File: config.mk
export PLATFORM = sky130hd
export DESIGN_NAME = prog_entry_detect
export DESIGN_NICKNAME = d
export VERILOG_FILES = /design/src/rtl/prog_entry_pkg.sv /design/src/rtl/sync_bits.sv /design/src/rtl/key_shift.sv /design/src/rtl/hold_timer.sv /design/src/rtl/prog_entry_detect.sv
export SDC_FILE = /design/constraint.sdc
export NUM_CORES = 1
export LEC_CHECK = 0
export ABC_CLOCK_PERIOD_IN_PS = 1900
export BUFFER_PORTS_ARGS = -buffer_cell sky130_fd_sc_hd__buf_2
export CAP_MARGIN = 5
export CORE_UTILIZATION = 35
export CTS_CLUSTER_SIZE = 30
export DETAILED_ROUTE_END_ITERATION = 12
export SLEW_MARGIN = 15
export SYNTH_ARGS = -nofsm -noshare
export SYNTH_HDL_FRONTEND = slang
export SYNTH_SLANG_ARGS = --single-unit
File: constraint.sdc
create_clock -name clk_i -period 1.9 [get_ports clk_i]
set_input_delay 0.38 -clock clk_i [delete_from_list [all_inputs] [get_ports clk_i]]
set_output_delay 0.38 -clock clk_i [all_outputs]
set_load 0.05 [all_outputs]
File: src/rtl/prog_entry_pkg.sv
package prog_entry_pkg;
  localparam int unsigned KEY_W = 32;
  localparam logic [KEY_W-1:0] ENTRY_KEY = 32'h4D43_4851;

  typedef enum logic [2:0] {
    ST_IDLE,
    ST_PULSE,
    ST_KEY,
    ST_ARM,
    ST_GUARD,
    ST_ACTIVE
  } entry_st_e;
endpackage

File: src/rtl/sync_bits.sv
module sync_bits #(
  parameter int unsigned W      = 3,
  parameter int unsigned STAGES = 2
) (
  input  logic         clk_i,
  input  logic         rst_ni,
  input  logic [W-1:0] d_i,
  output logic [W-1:0] q_o
);
  logic [W-1:0] stg_q [STAGES];

  for (genvar s = 0; s < STAGES; s++) begin : g_stg
    always_ff @(posedge clk_i or negedge rst_ni) begin
      if (!rst_ni)     stg_q[s] <= '0;
      else if (s == 0) stg_q[s] <= d_i;
      else             stg_q[s] <= stg_q[(s == 0) ? 0 : s-1];
    end
  end

  assign q_o = stg_q[STAGES-1];
endmodule

File: src/rtl/key_shift.sv
module key_shift #(
  parameter int unsigned W = 32,
  parameter logic [W-1:0] KEY = '0
) (
  input  logic clk_i,
  input  logic rst_ni,
  input  logic clear_i,
  input  logic shift_i,
  input  logic bit_i,
  output logic full_o,
  output logic match_o
);
  localparam int unsigned CNT_W = $clog2(W + 1);

  logic [W-1:0]     word_q;
  logic [CNT_W-1:0] cnt_q;

  assign full_o  = (cnt_q == CNT_W'(W));
  assign match_o = full_o && (word_q == KEY);

  // first bit received ends up in the MSb
  always_ff @(posedge clk_i or negedge rst_ni) begin
    if (!rst_ni) begin
      word_q <= '0;
      cnt_q  <= '0;
    end else if (clear_i) begin
      word_q <= '0;
      cnt_q  <= '0;
    end else if (shift_i && !full_o) begin
      word_q <= {word_q[W-2:0], bit_i};
      cnt_q  <= cnt_q + 1'b1;
    end
  end

  a_r2_cnt_bound: assert property (@(posedge clk_i) disable iff (!rst_ni)
    cnt_q <= CNT_W'(W));

  a_r2_shift_lsb: assert property (@(posedge clk_i) disable iff (!rst_ni)
    (shift_i && !clear_i && !full_o) |=> (word_q[0] == $past(bit_i)));
endmodule

File: src/rtl/hold_timer.sv
module hold_timer #(
  parameter int unsigned CW = 8
) (
  input  logic          clk_i,
  input  logic          rst_ni,
  input  logic          load_i,
  input  logic [CW-1:0] load_val_i,
  input  logic          en_i,
  output logic          done_o
);
  logic [CW-1:0] cnt_q;

  assign done_o = (cnt_q == '0);

  always_ff @(posedge clk_i or negedge rst_ni) begin
    if (!rst_ni)             cnt_q <= '0;
    else if (load_i)         cnt_q <= load_val_i;
    else if (en_i && !done_o) cnt_q <= cnt_q - 1'b1;
  end

  a_r5_timer_step: assert property (@(posedge clk_i) disable iff (!rst_ni)
    (en_i && !load_i && (cnt_q != '0)) |=> (cnt_q == $past(cnt_q) - 1'b1));
endmodule

File: src/rtl/prog_entry_detect.sv
module prog_entry_detect
  import prog_entry_pkg::*;
#(
  parameter int unsigned WIN_CYC     = 40,
  parameter int unsigned GUARD_CYC   = 20,
  parameter int unsigned SYNC_STAGES = 2
) (
  input  logic clk_i,
  input  logic rst_ni,
  input  logic rst_pin_i,
  input  logic ser_clk_i,
  input  logic ser_dat_i,
  output logic io_hiz_o,
  output logic prog_mode_o,
  output logic bit_vld_o,
  output logic bit_o
);
  localparam int unsigned T_MAX = (WIN_CYC > GUARD_CYC) ? WIN_CYC : GUARD_CYC;
  localparam int unsigned CW    = $clog2(T_MAX + 1);

  logic [2:0] raw, syn;
  logic       pin_hi, sck, sdat, sck_prev_q, sck_rise;

  assign raw = {rst_pin_i, ser_clk_i, ser_dat_i};

  sync_bits #(.W(3), .STAGES(SYNC_STAGES)) i_sync (
    .clk_i (clk_i),
    .rst_ni(rst_ni),
    .d_i   (raw),
    .q_o   (syn)
  );

  assign pin_hi = syn[2];
  assign sck    = syn[1];
  assign sdat   = syn[0];

  always_ff @(posedge clk_i or negedge rst_ni) begin
    if (!rst_ni) sck_prev_q <= 1'b0;
    else         sck_prev_q <= sck;
  end
  assign sck_rise = sck && !sck_prev_q;

  entry_st_e     st_q, st_d;
  logic          key_clr, key_shift_en, key_full, key_match;
  logic          t_load, t_en, t_done;
  logic [CW-1:0] t_val;

  key_shift #(.W(KEY_W), .KEY(ENTRY_KEY)) i_key (
    .clk_i  (clk_i),
    .rst_ni (rst_ni),
    .clear_i(key_clr),
    .shift_i(key_shift_en),
    .bit_i  (sdat),
    .full_o (key_full),
    .match_o(key_match)
  );

  hold_timer #(.CW(CW)) i_tmr (
    .clk_i     (clk_i),
    .rst_ni    (rst_ni),
    .load_i    (t_load),
    .load_val_i(t_val),
    .en_i      (t_en),
    .done_o    (t_done)
  );

  always_comb begin
    st_d         = st_q;
    key_clr      = 1'b0;
    key_shift_en = 1'b0;
    t_load       = 1'b0;
    t_val        = '0;
    t_en         = 1'b0;
    unique case (st_q)
      ST_IDLE: if (pin_hi) st_d = ST_PULSE;
      ST_PULSE: begin
        key_clr = 1'b1;
        if (!pin_hi) st_d = ST_KEY;
      end
      ST_KEY: begin
        if (pin_hi) st_d = ST_PULSE;  // early rise restarts the attempt
        else if (key_full) begin
          if (key_match) begin
            st_d   = ST_ARM;
            t_load = 1'b1;
            t_val  = CW'(WIN_CYC);
          end else begin
            st_d = ST_IDLE;
          end
        end else key_shift_en = sck_rise;
      end
      ST_ARM: begin
        t_en = 1'b1;
        if (pin_hi) begin
          st_d   = ST_GUARD;
          t_load = 1'b1;
          t_val  = CW'(GUARD_CYC);
        end else if (t_done) st_d = ST_IDLE;
      end
      ST_GUARD: begin
        t_en = 1'b1;
        if (!pin_hi)     st_d = ST_IDLE;
        else if (t_done) st_d = ST_ACTIVE;
      end
      ST_ACTIVE: if (!pin_hi) st_d = ST_IDLE;
      default: st_d = ST_IDLE;
    endcase
  end

  always_ff @(posedge clk_i or negedge rst_ni) begin
    if (!rst_ni) begin
      st_q      <= ST_IDLE;
      bit_vld_o <= 1'b0;
      bit_o     <= 1'b0;
    end else begin
      st_q      <= st_d;
      bit_vld_o <= (st_q == ST_ACTIVE) && sck_rise;
      bit_o     <= sdat;
    end
  end

  assign prog_mode_o = (st_q == ST_ACTIVE);
  assign io_hiz_o    = (st_q == ST_GUARD) || (st_q == ST_ACTIVE);

  a_r6_hiz_before_mode: assert property (@(posedge clk_i) disable iff (!rst_ni)
    $rose(prog_mode_o) |-> $past(io_hiz_o));

  a_r8_drop_exit: assert property (@(posedge clk_i) disable iff (!rst_ni)
    (prog_mode_o && !pin_hi) |=> (!prog_mode_o && !io_hiz_o));

  a_r7_vld_in_mode: assert property (@(posedge clk_i) disable iff (!rst_ni)
    bit_vld_o |-> $past(prog_mode_o));
endmodule

==> results.json, run 1 <==
{
  "finalMaxSlewViolations": 0,
  "cts_hold_buf": 0,
  "ioPinCount": 9,
  "worst_slew_pin_slew_ns": 0.515,
  "cts_buffers": 5,
  "grtUsageTotal_pct": 13.5,
  "core_area_mm2": 0.00729,
  "cp.arrival_ns": 2.10,
  "postSynthCellCount": 228,
  "diodes": 0,
  "grt_pass1_vias": 1676,
  "cp-start-kind": "flop",
  "overflow": 0,
  "drc_errors": 0,
  "dp_hpwl_um": 3300,
  "cp-end-kind": "flop",
  "cp_slowest_cell": "or4b_4",
  "ys_seq_area_share_pct": 53.1,
  "cp_top_family": "simple AND/OR/NAND/NOR gates",
  "r2r_cells": 6,
  "path_clk_slew_ns": 0.10,
  "rsz0062_at_grt": "yes",
  "h-tree-depth": 2,
  "drtIter0Drc": 137,
  "async_flop_share_pct": 100,
  "cp-startpoint": "st_q[2]",
  "synth_seq_cells": 56,
  "synth_nets": 237,
  "cts.sinks": 56,
  "syn2layout_area_growth_pct": 21.6,
  "row_count": 31,
  "finClkSkew_ns": 0.00850,
  "min_path_type": "in2async",
  "drive_above_1_share_pct": 24.9,
  "rrSetupSlack_ns": -0.01,
  "path_max_fanout": 6,
  "ys.flop_type": "dfrtp_1",
  "cts_tree": "built",
  "final-setup-viol-count": 14,
  "timing.rr.end": "i_key.word_q[14]",
  "nets": 273,
  "path_depth": 6,
  "die_h_um": 88.9,
  "ir_worst_vdd_mv": 0.448,
  "setup_tns_ns": -0.0942,
  "p_per_area_mw_per_mm2": 992,
  "syn-cell-area_mm2": 0.00264,
  "max_stage_delay_ns": 0.56,
  "place_area_mm2": 0.00292,
  "initial_core_util_pct": 36.2,
  "outcome": "finished, violations left",
  "gp_congestion": 0.810,
  "endpoint": "i_key.word_q[14]",
  "final_design_area_no_fill_mm2": 0.00321,
  "yosys_warnings": 0,
  "avgSynthCellArea_um2": 11.6,
  "final_cells": 364,
  "fin_crit_sh_pct": 101,
  "setup.worst_path.class": "reg2reg",
  "dr.pass1.iters": 4,
  "power.total_uw": 3190,
  "r2r_start": "st_q[2]",
  "layout_min_cycle_time_ns": 1.91,
  "clkLatencyLatePin_ns": 0.31,
  "slew_headroom_pct": 65.6,
  "grt_pass1_wl_um": 8270,
  "io_buffers": 8,
  "power_leakage_uw": 0.00142,
  "antenna_found_initial": 0,
  "violations": "negative setup slack",
  "grt_max_degree": 36,
  "die_x_um": 88.9,
  "die_area_mm2": 0.00790,
  "max_freq_ghz": 0.523,
  "root_buffer": "clkbuf_8",
  "synth-edff-count": 0,
  "dp_slack_ns": -0.0400,
  "hold_viol": 0,
  "viasPerCell": 4.94,
  "crit_required_ns": 2.09,
  "ys_types": 50,
  "num_vias": 1797,
  "critPathBufInv": 2,
  "routed_wl_um": 5010,
  "wire_per_inst_um": 13.8,
  "place_inst": 348,
  "cap_violations": 0,
  "postRouteAntennaNets": 0,
  "path_cells": "or4b_4 -> a211oi_4 -> buf_6 -> clkbuf_16 -> mux2i_1 -> nor2_1",
  "worst_slack_ns": -0.0129,
  "cts_buffer_depth": 2
}
[logic make-up (layout without fill, tap and decap cells)]
kind of cell	Yosys count	in the layout	synth area share, %
AND/OR/NAND/NOR	88	88	19.1
flip-flops	56	56	53.1
multiplexers	36	36	13.7
AO/OA/AOI/OAI	24	24	6.58
buffers and inverters	17	54	4.64
adder cells (fa/ha/maj)	4	4	1.89
XOR/XNOR	3	3	0.995
[worst min path at each step]
stage / cells after the start / to
2_1_floorplan: 0 / bit_o
3_3_place_gp: 0 / i_sync.q_o[2]
3_5_place_dp: 0 / i_sync.q_o[2]
4_1_cts: 1 / i_key.word_q[24]
5_1_grt: 1 / i_key.word_q[24]
6_report: 1 / i_key.word_q[24]
[state kept, by name (all words and copies together) (netlist names)]
signal,count
i_key.cnt_q,6
bit_o,1
i_sync.stg_q,3
st_q,3
bit_vld_o,1
sck_prev_q,1
i_sync.q_o,3
i_tmr.cnt_q,6
i_key.word_q,32
[metal layers]
layer | global-route usage, % | vias up | wire length [um]
met2 | 20.7 | 20 | 2320
met1 | 19.5 | 883 | 2510
li1 | - | 889 | -
met5 | 0 | - | 0
met4 | 3.96 | 0 | 59
met3 | 2.61 | 5 | 114
[worst register-to-register path, delay by kind of cell (launching register included)]
family | cells | cell delay [ns]
buf+inv | 2 | 0.34
mux | 1 | 0.18
simple gates | 2 | 0.62
compound gates | 1 | 0.27
flops | 1 | 0.39
[synthesized netlist by cell type, drive strengths merged, types with 3 or more instances]
master,n,area share [%]
nor3b,4,1.1
nor2,40,5.7
or4b,3,1.3
nand2b,3,0.71
and3,3,0.71
nand4b,3,0.99
clkbuf,4,0.57
buf,6,3.1
nor3,4,0.76
nand2,7,0.99
ha,4,1.9
dfrtp,56,53
nor4b,4,1.3
o21ai,6,1.1
mux2i,35,13
inv,7,0.99
xnor2,3,0.99
[where the power goes]
part	internal (uW)	switching [uW]
registers	1290	94.6
clock network	299	388
logic	490	620
total	2080	1100
[what timing repair did]
item,4_1_cts,5_1_grt
gates resized for setup,3,18
gates cloned,0,3
pin swaps,4,13
setup buffers,2,3
endpoints found under the setup margin,16,43
[cells in the final DEF, fill, tap and decap left out, types with 2 or more instances in the layout]
cell       count
or4b_4         3
nor4b_1        4
clkbuf_8       6
nand2b_1       3
inv_2          3
nand4b_1       3
nor2_1        40
and3_1         3
a31oi_1        2
o211ai_1       2
buf_6          5
nand2_1        7
inv_1          4
o21a_1         2
o21ai_1        2
nor3_1         3
buf_4         22
o21ai_0        3
dfrtp_1       56
nor4_4         2
nor2b_1        2
buf_2          7
nor3b_1        3
nand4_1        2
clkbuf_16      2
mux2i_1       34
xnor2_1        3
buf_12         2
ha_1           3
a21oi_1        2
[stage by stage]
stage,utilization [%],hold slack (ns)
after CTS,41.8,0.0449
final,44.0,0.0287
after global routing,44.0,0.0571
after floorplan,-,0.0844
after global placement,40.0,0.333
after detailed placement,40.0,0.335
[final cells by class]
| cell class | instances | area, um^2 |
|---|---|---|
| well taps | 99 | 124 |
| inverters | 7 | 26.3 |
| repair buffers | 39 | 354 |
| clock buffers | 6 | 82.6 |
| multi-input cells | 155 | 1210 |
| flip-flops and latches | 56 | 1400 |
| fillers | 728 | 4080 |
| clock inverters | 2 | 13.8 |
(Power assumes the default switching activity.)
==> run 2, diff against run 1 <==
CORE_MARGIN = 3   (was default)
HOLD_SLACK_MARGIN = 0.03   (was default)
==> run 2 against run 1 <==
  * The flow now finishes without violations
  * First-iteration DRC count decreased by 31%
  * Via count down 2.6%
  * Count of clock-buffer cells in the layout unchanged
  * Wire length decreased by 2.8%
  * Flip-flop and latch count is the same
  * Combinational power barely moved
  * Worst hold slack improved by 0.022 ns
  * Die area grew 9.2%
  * Fmax is 2.4% higher
  * Final cell count down 0.55%
  * Setup slack improved by 0.045 ns
  * Core utilization decreased by 0.75 points
  * Critical path type unchanged
  * Critical endpoint is now i_tmr.cnt_q[2]
==> results.json, run 2 (synthesized netlist as in run 1, its figures left out) <==
{
  "min_path_type": "in2async",
  "path_clk_slew_ns": 0.10,
  "grt.met3_usage_pct": 2.19,
  "path_max_fanout": 6,
  "dr.pass1.iters": 4,
  "h-tree-depth": 2,
  "cap_violations": 0,
  "netSwitchingPower_uw": 1060,
  "cp-startpoint": "i_key.word_q[18]",
  "rsz0062_at_grt": "yes",
  "cp_slowest_cell": "or4_4",
  "use_met1_pct": 15.8,
  "cts.sinks": 56,
  "diodes": 0,
  "top_regs": "i_key.word_q (32), i_key.cnt_q (6), i_tmr.cnt_q (6)",
  "grt_pass1_vias": 1712,
  "p_seq_share_pct": 44.6,
  "max_stage_delay_ns": 0.55,
  "grt_max_degree": 57,
  "place_inst": 346,
  "io_buffers": 8,
  "hold_viol": 0,
  "endpoint": "i_tmr.cnt_q[2]",
  "multi_input_area_mm2": 0.00117,
  "ir_worst_vdd_mv": 0.515,
  "dp_hpwl_um": 3140,
  "nets": 271,
  "num_vias": 1750,
  "drc_errors": 0,
  "r2r_start": "i_key.word_q[18]",
  "r2r_cells": 4,
  "syn2layout_area_growth_pct": 19.5,
  "root_buffer": "clkbuf_8",
  "cts_buffer_depth": 2,
  "layout_min_cycle_time_ns": 1.87,
  "pwr-share-clk_pct": 20.8,
  "routed_wl_um": 4870,
  "worst_slew_pin_slew_ns": 0.360,
  "rrSetupSlack_ns": 0.03,
  "regMostFlops": "i_key.word_q",
  "drive_above_1_share_pct": 22.4,
  "internal_power_uw": 2040,
  "power.share.combinational_pct": 34.6,
  "layout_common_cells": "dfrtp_1, nor2_1, mux2i_1",
  "die_h_um": 92.9,
  "viasPerCell": 4.83,
  "cts_tree": "built",
  "grt_pass1_wl_um": 8010,
  "antenna_found_initial": 0,
  "max_freq_ghz": 0.535,
  "grtUsageMet2_pct": 18.1,
  "fin_crit_sh_pct": 98.3,
  "grtUsageTotal_pct": 11.5,
  "die_x_um": 92.9,
  "gp_congestion": 0.814,
  "final_design_area_no_fill_mm2": 0.00316,
  "place_area_mm2": 0.00292,
  "p_per_area_mw_per_mm2": 985,
  "initial_core_util_pct": 36.2,
  "clkLatencyLatePin_ns": 0.31,
  "cp-start-kind": "flop",
  "largest_register_ffs": 32,
  "setup_tns_ns": 0,
  "slew_headroom_pct": 75.8,
  "top_usage_layer": "met2",
  "power.total_uw": 3110,
  "core_area_mm2": 0.00729,
  "finalMaxSlewViolations": 0,
  "finClkSkew_ns": 0.00571,
  "timing.rr.end": "i_tmr.cnt_q[2]",
  "cts_buffers": 5,
  "path_cells": "or4_4 -> nor4_4 -> nand4bb_4 -> a311o_1",
  "swShare_pct": 34.2,
  "crit_required_ns": 2.10,
  "final_cells": 362,
  "postRouteAntennaNets": 0,
  "power_leakage_uw": 0.00139,
  "wire_per_inst_um": 13.5,
  "seq_area_mm2": 0.00140,
  "final-setup-viol-count": 0,
  "cp-end-kind": "flop",
  "setup.worst_path.class": "reg2reg",
  "outcome": "complete, no violations",
  "path_depth": 4,
  "overflow": 0,
  "drtIter0Drc": 94,
  "nFillCells": 743,
  "critPathBufInv": 0,
  "cp_top_family": "simple AND/OR/NAND/NOR gates",
  "ioPinCount": 9,
  "mostFrequentLayoutCell": "dfrtp_1",
  "cp.arrival_ns": 2.06,
  "row_count": 31,
  "die_area_mm2": 0.00862
}
==> run 2: area by class of cell <==
class / count / area share [%]
Sequential cell: 56 / 44.4
Multi-Input combinational cell: 155 / 37.2
Timing Repair Buffer: 37 / 10.8
Tap cell: 99 / 3.93
Clock buffer: 6 / 2.30
Inverter: 7 / 0.833
Clock inverter: 2 / 0.515
==> run 2: how the worst min path moves through the flow <==
stage	slack, ns	cells after the start	end	from
floorplan	0.08	0	bit_o	rst_ni
global route	0.07	2	i_key.word_q[12]	rst_ni
global placement	0.33	0	i_sync.q_o[2]	i_sync.stg_q[5]
finish	0.05	2	i_key.word_q[12]	rst_ni
detailed placement	0.34	0	i_sync.q_o[1]	i_sync.stg_q[4]
CTS	0.06	2	i_key.word_q[11]	rst_ni
==> run 2: power by group through the flow <==
stage	logic [uW]	registers [uW]	clock network, uW
3_5_place_dp	1010	1400	0
4_1_cts	1020	1380	672
3_3_place_gp	1000	1400	0
5_1_grt	1190	1400	727
6_report	1080	1390	647
2_1_floorplan	642	1400	0
==> run 2: through the flow <==
step | utilization, % | hold slack, ns | worst slack (ns)
after floorplan | - | 0.0844 | 0.00890
after global placement | 40.0 | 0.333 | 0.00305
after detailed placement | 40.0 | 0.336 | -0.0679
after CTS | 41.8 | 0.0581 | -0.0143
after global routing | 43.3 | 0.0666 | -0.0499
final | 43.3 | 0.0511 | 0.0321
==> run 2: per-layer routing <==
| metal | routed length (um) | share of wire (%) |
|---|---|---|
| met4 | 78 | 1.6 |
| met1 | 2400 | 49 |
| met5 | 0 | 0 |
| met2 | 2280 | 47 |
| met3 | 111 | 2.3 |
==> run 2: worst register-to-register path, delay by kind of cell, from the launching register on <==
family / cells / cell delay, ns
AOI/OAI and AO/OA: 1 / 0.30
DFF: 1 / 0.39
and+or+nand+nor: 3 / 1.08
==> run 2: repair_timing <==
item	in CTS	in global routing
buffers inserted	2	3
hold buffers	0	0
gates cloned	0	3
pin swaps	5	3
gates resized for setup	4	7
endpoints found under the setup margin	7	41
==> run 3, diff against run 2 <==
SYNTH_HIERARCHICAL = 1   (was default)
==> run 3 against run 2 <==
  * The flow now finishes with violations (negative setup slack)
  * Fmax decreased by 8.0%
  * Register-to-register slack got worse by 0.16 ns
  * First-iteration DRC count decreased by 19%
  * Combinational power decreased by 29%
  * Clock skew increased by 0.0018 ns
  * Critical path depth increased by 7
  * Wire length increased by 2.7%
  * Global-route usage increased by 0.47 points
  * Power decreased by 10%
  * Flip-flop and latch count unchanged
  * Core utilization increased by 1.7 points
  * Highest routed layer unchanged
==> results.json, run 3 <==
{
  "finalMaxSlewViolations": 0,
  "path_max_fanout": 7,
  "diodes": 0,
  "finClkSkew_ns": 0.00751,
  "worst_slack_ns": -0.131,
  "r2r_start": "i_key/cnt_q[0]",
  "netSwitchingPower_uw": 865,
  "timing.rr.end": "i_tmr/cnt_q[3]",
  "nFillCells": 735,
  "layout_common_cells": "dfrtp_1, nand2b_1, mux2i_1",
  "power.share.combinational_pct": 27.5,
  "place_inst": 365,
  "wire_per_inst_um": 13.1,
  "initial_core_util_pct": 37.0,
  "cts_tree": "built",
  "crit_path_frequent_cell": "o211ai_1",
  "crit_required_ns": 2.09,
  "swShare_pct": 30.9,
  "postSynthCellCount": 243,
  "pwr-share-clk_pct": 23.7,
  "dp_hpwl_um": 3320,
  "ys_seq_area_share_pct": 50.8,
  "core_area_mm2": 0.00745,
  "grt_pass1_wl_um": 8650,
  "rrSetupSlack_ns": -0.13,
  "cp_slowest_cell": "or4_4",
  "root_buffer": "clkbuf_8",
  "max_freq_ghz": 0.492,
  "cts_hold_buf": 0,
  "synth_seq_cells": 56,
  "r2r_cells": 11,
  "drive_above_1_share_pct": 26.4,
  "cts.sinks": 56,
  "rsz0062_at_grt": "yes",
  "gp_congestion": 0.818,
  "synth_top_cell_by_area": "dfrtp_1",
  "cts_buffers": 5,
  "path_cells": "inv_2 -> ha_4 -> nand2_2 -> or4_4 -> nor4_4 -> nand3_1 -> a21oi_2 -> buf_6 -> inv_6 -> o211ai_1 -> o211ai_1",
  "row_count": 31,
  "syn-cell-area_mm2": 0.00276,
  "mostFrequentLayoutCell": "dfrtp_1",
  "drc_errors": 0,
  "cp-end-kind": "flop",
  "ys_types": 47,
  "yosysTopAreaCellShare_pct": 50.8,
  "ioPinCount": 9,
  "cts_buffer_depth": 2,
  "largest_register_ffs": 32,
  "power_leakage_uw": 0.00145,
  "die_area_mm2": 0.00898,
  "grt_max_degree": 57,
  "synthTopCellsByCount": "dfrtp_1, nand2b_1, mux2i_1, nor2_1, nand2_1",
  "fin_crit_sh_pct": 107,
  "cp-start-kind": "flop",
  "cap_violations": 0,
  "nets": 292,
  "drtIter0Drc": 76,
  "syn2layout_area_growth_pct": 21.5,
  "async_flop_share_pct": 100,
  "overflow": 0,
  "hold_viol": 0,
  "postRouteAntennaNets": 0,
  "ys.flop_type": "dfrtp_1",
  "min_path_type": "in2async",
  "io_buffers": 8,
  "routed_wl_um": 5000,
  "antenna_found_initial": 0,
  "final_cells": 383,
  "synth_area_leaders": "dfrtp_1, mux2i_1, nand2b_1",
  "hold_slack_ns": 0.0621,
  "h-tree-depth": 2,
  "grt_pass1_vias": 1927,
  "die_x_um": 94.7,
  "p_seq_share_pct": 48.9,
  "die_h_um": 94.7,
  "top_regs": "i_key/word_q (32), i_key/cnt_q (6), i_tmr/cnt_q (6)",
  "final-setup-viol-count": 41,
  "outcome": "finished, violations left",
  "num_vias": 1861,
  "worst_slew_pin_slew_ns": 0.734,
  "path_clk_slew_ns": 0.10,
  "avgSynthCellArea_um2": 11.3,
  "layout_min_cycle_time_ns": 2.03,
  "dr.pass1.iters": 4,
  "slew_headroom_pct": 50.5,
  "violations": "negative setup slack",
  "clkLatencyLatePin_ns": 0.31,
  "grtUsageTotal_pct": 12.0,
  "cp.arrival_ns": 2.22,
  "internal_power_uw": 1930,
  "max_stage_delay_ns": 0.44,
  "setup.worst_path.class": "reg2reg",
  "regMostFlops": "i_key/word_q",
  "viasPerCell": 4.86,
  "yosys_warnings": 6,
  "p_per_area_mw_per_mm2": 835,
  "ir_worst_vdd_mv": 0.399,
  "yosysMostFrequentCell": "dfrtp_1",
  "synth-edff-count": 0
}
run 3: cell count changes after synthesis, sizes merged, moves of 4 or more:
cell	change
nand2	+5
buf	+5
nor3	-4
nor2	-27
a21oi	+4
nand2b	+37
run 3: cells by family (layout without fill, tap and decap cells):
kind of cell             Yosys count  after routing  synth area share (%)
AND/OR/NAND/NOR                   96             96                  21.4
flip-flops                        56             56                  50.8
multiplexers                      34             34                  12.4
AO/OA/AOI/OAI                     27             27                  6.85
buffers and inverters             23             63                  5.95
adder cells (fa/ha/maj)            4              4                  1.82
XOR/XNOR                           2              2                 0.636
other                              1              2                 0.136
run 3: worst max path at each step:
stage,start,to,slack [ns]
after detailed placement,i_key/cnt_q[0],i_tmr/cnt_q[3],-0.27
after global routing,i_key/cnt_q[0],i_tmr/cnt_q[3],-0.27
after CTS,i_key/cnt_q[0],i_tmr/cnt_q[0],-0.14
after global placement,i_key/cnt_q[0],i_tmr/cnt_q[3],-0.22
final,i_key/cnt_q[0],i_tmr/cnt_q[3],-0.13
after floorplan,i_key/cnt_q[0],i_tmr/cnt_q[0],-0.19
run 3: layout make-up:
| cell class | instances | area (um^2) | share of cell area [%] |
|---|---|---|---|
| tap | 99 | 124 | 3.70 |
| inverter | 8 | 35.0 | 1.05 |
| clock inverter | 3 | 22.5 | 0.673 |
| clock buffer | 5 | 68.8 | 2.06 |
| sequential | 56 | 1400 | 41.9 |
| multi-input combinational | 165 | 1270 | 38.0 |
| timing repair buffer | 47 | 423 | 12.6 |
run 3: metal layers:
metal	up-vias	GRT usage [%]	share of wire, %
li1	931	-	-
met1	904	16.0	50
met2	24	20.0	48
met3	2	2.63	2.4
met4	0	2.52	0.50
met5	-	0	0
run 3: power by group through the flow:
stage / clock network, uW / registers (uW) / logic (uW)
4_1_cts: 705 / 1360 / 749
6_report: 661 / 1370 / 768
2_1_floorplan: 0 / 1370 / 513
3_3_place_gp: 0 / 1380 / 711
5_1_grt: 746 / 1380 / 851
3_5_place_dp: 0 / 1390 / 709
run 3: what timing repair did:
action,4_1_cts,5_1_grt
gates cloned,0,2
pin swaps,4,2
setup endpoints to repair,42,47
gates resized for setup,8,10
buffers inserted,7,1
run 3: metrics by stage:
stage / TNS (ns) / area, um^2 / setup slack (ns) / total power (uW) / utilization, %
after global routing: -8.01 / 3350 / -0.275 / 2980 / 45.0
after CTS: -1.33 / 3260 / -0.145 / 2820 / 43.7
final: -1.95 / 3350 / -0.131 / 2800 / 45.0
after detailed placement: -4.32 / 3080 / -0.265 / 2100 / 41.3
after floorplan: -2.54 / 2790 / -0.187 / 1880 / -
after global placement: -3.52 / 3080 / -0.219 / 2090 / 41.3
run 3: critical path, delay by kind of cell, from the launching register on:
kind,cells,cell delay [ns]
DFF,1,0.40
adders and majority gates,1,0.14
buffers and inverters,3,0.27
AOI/OAI and AO/OA,3,0.32
and+or+nand+nor,4,0.79
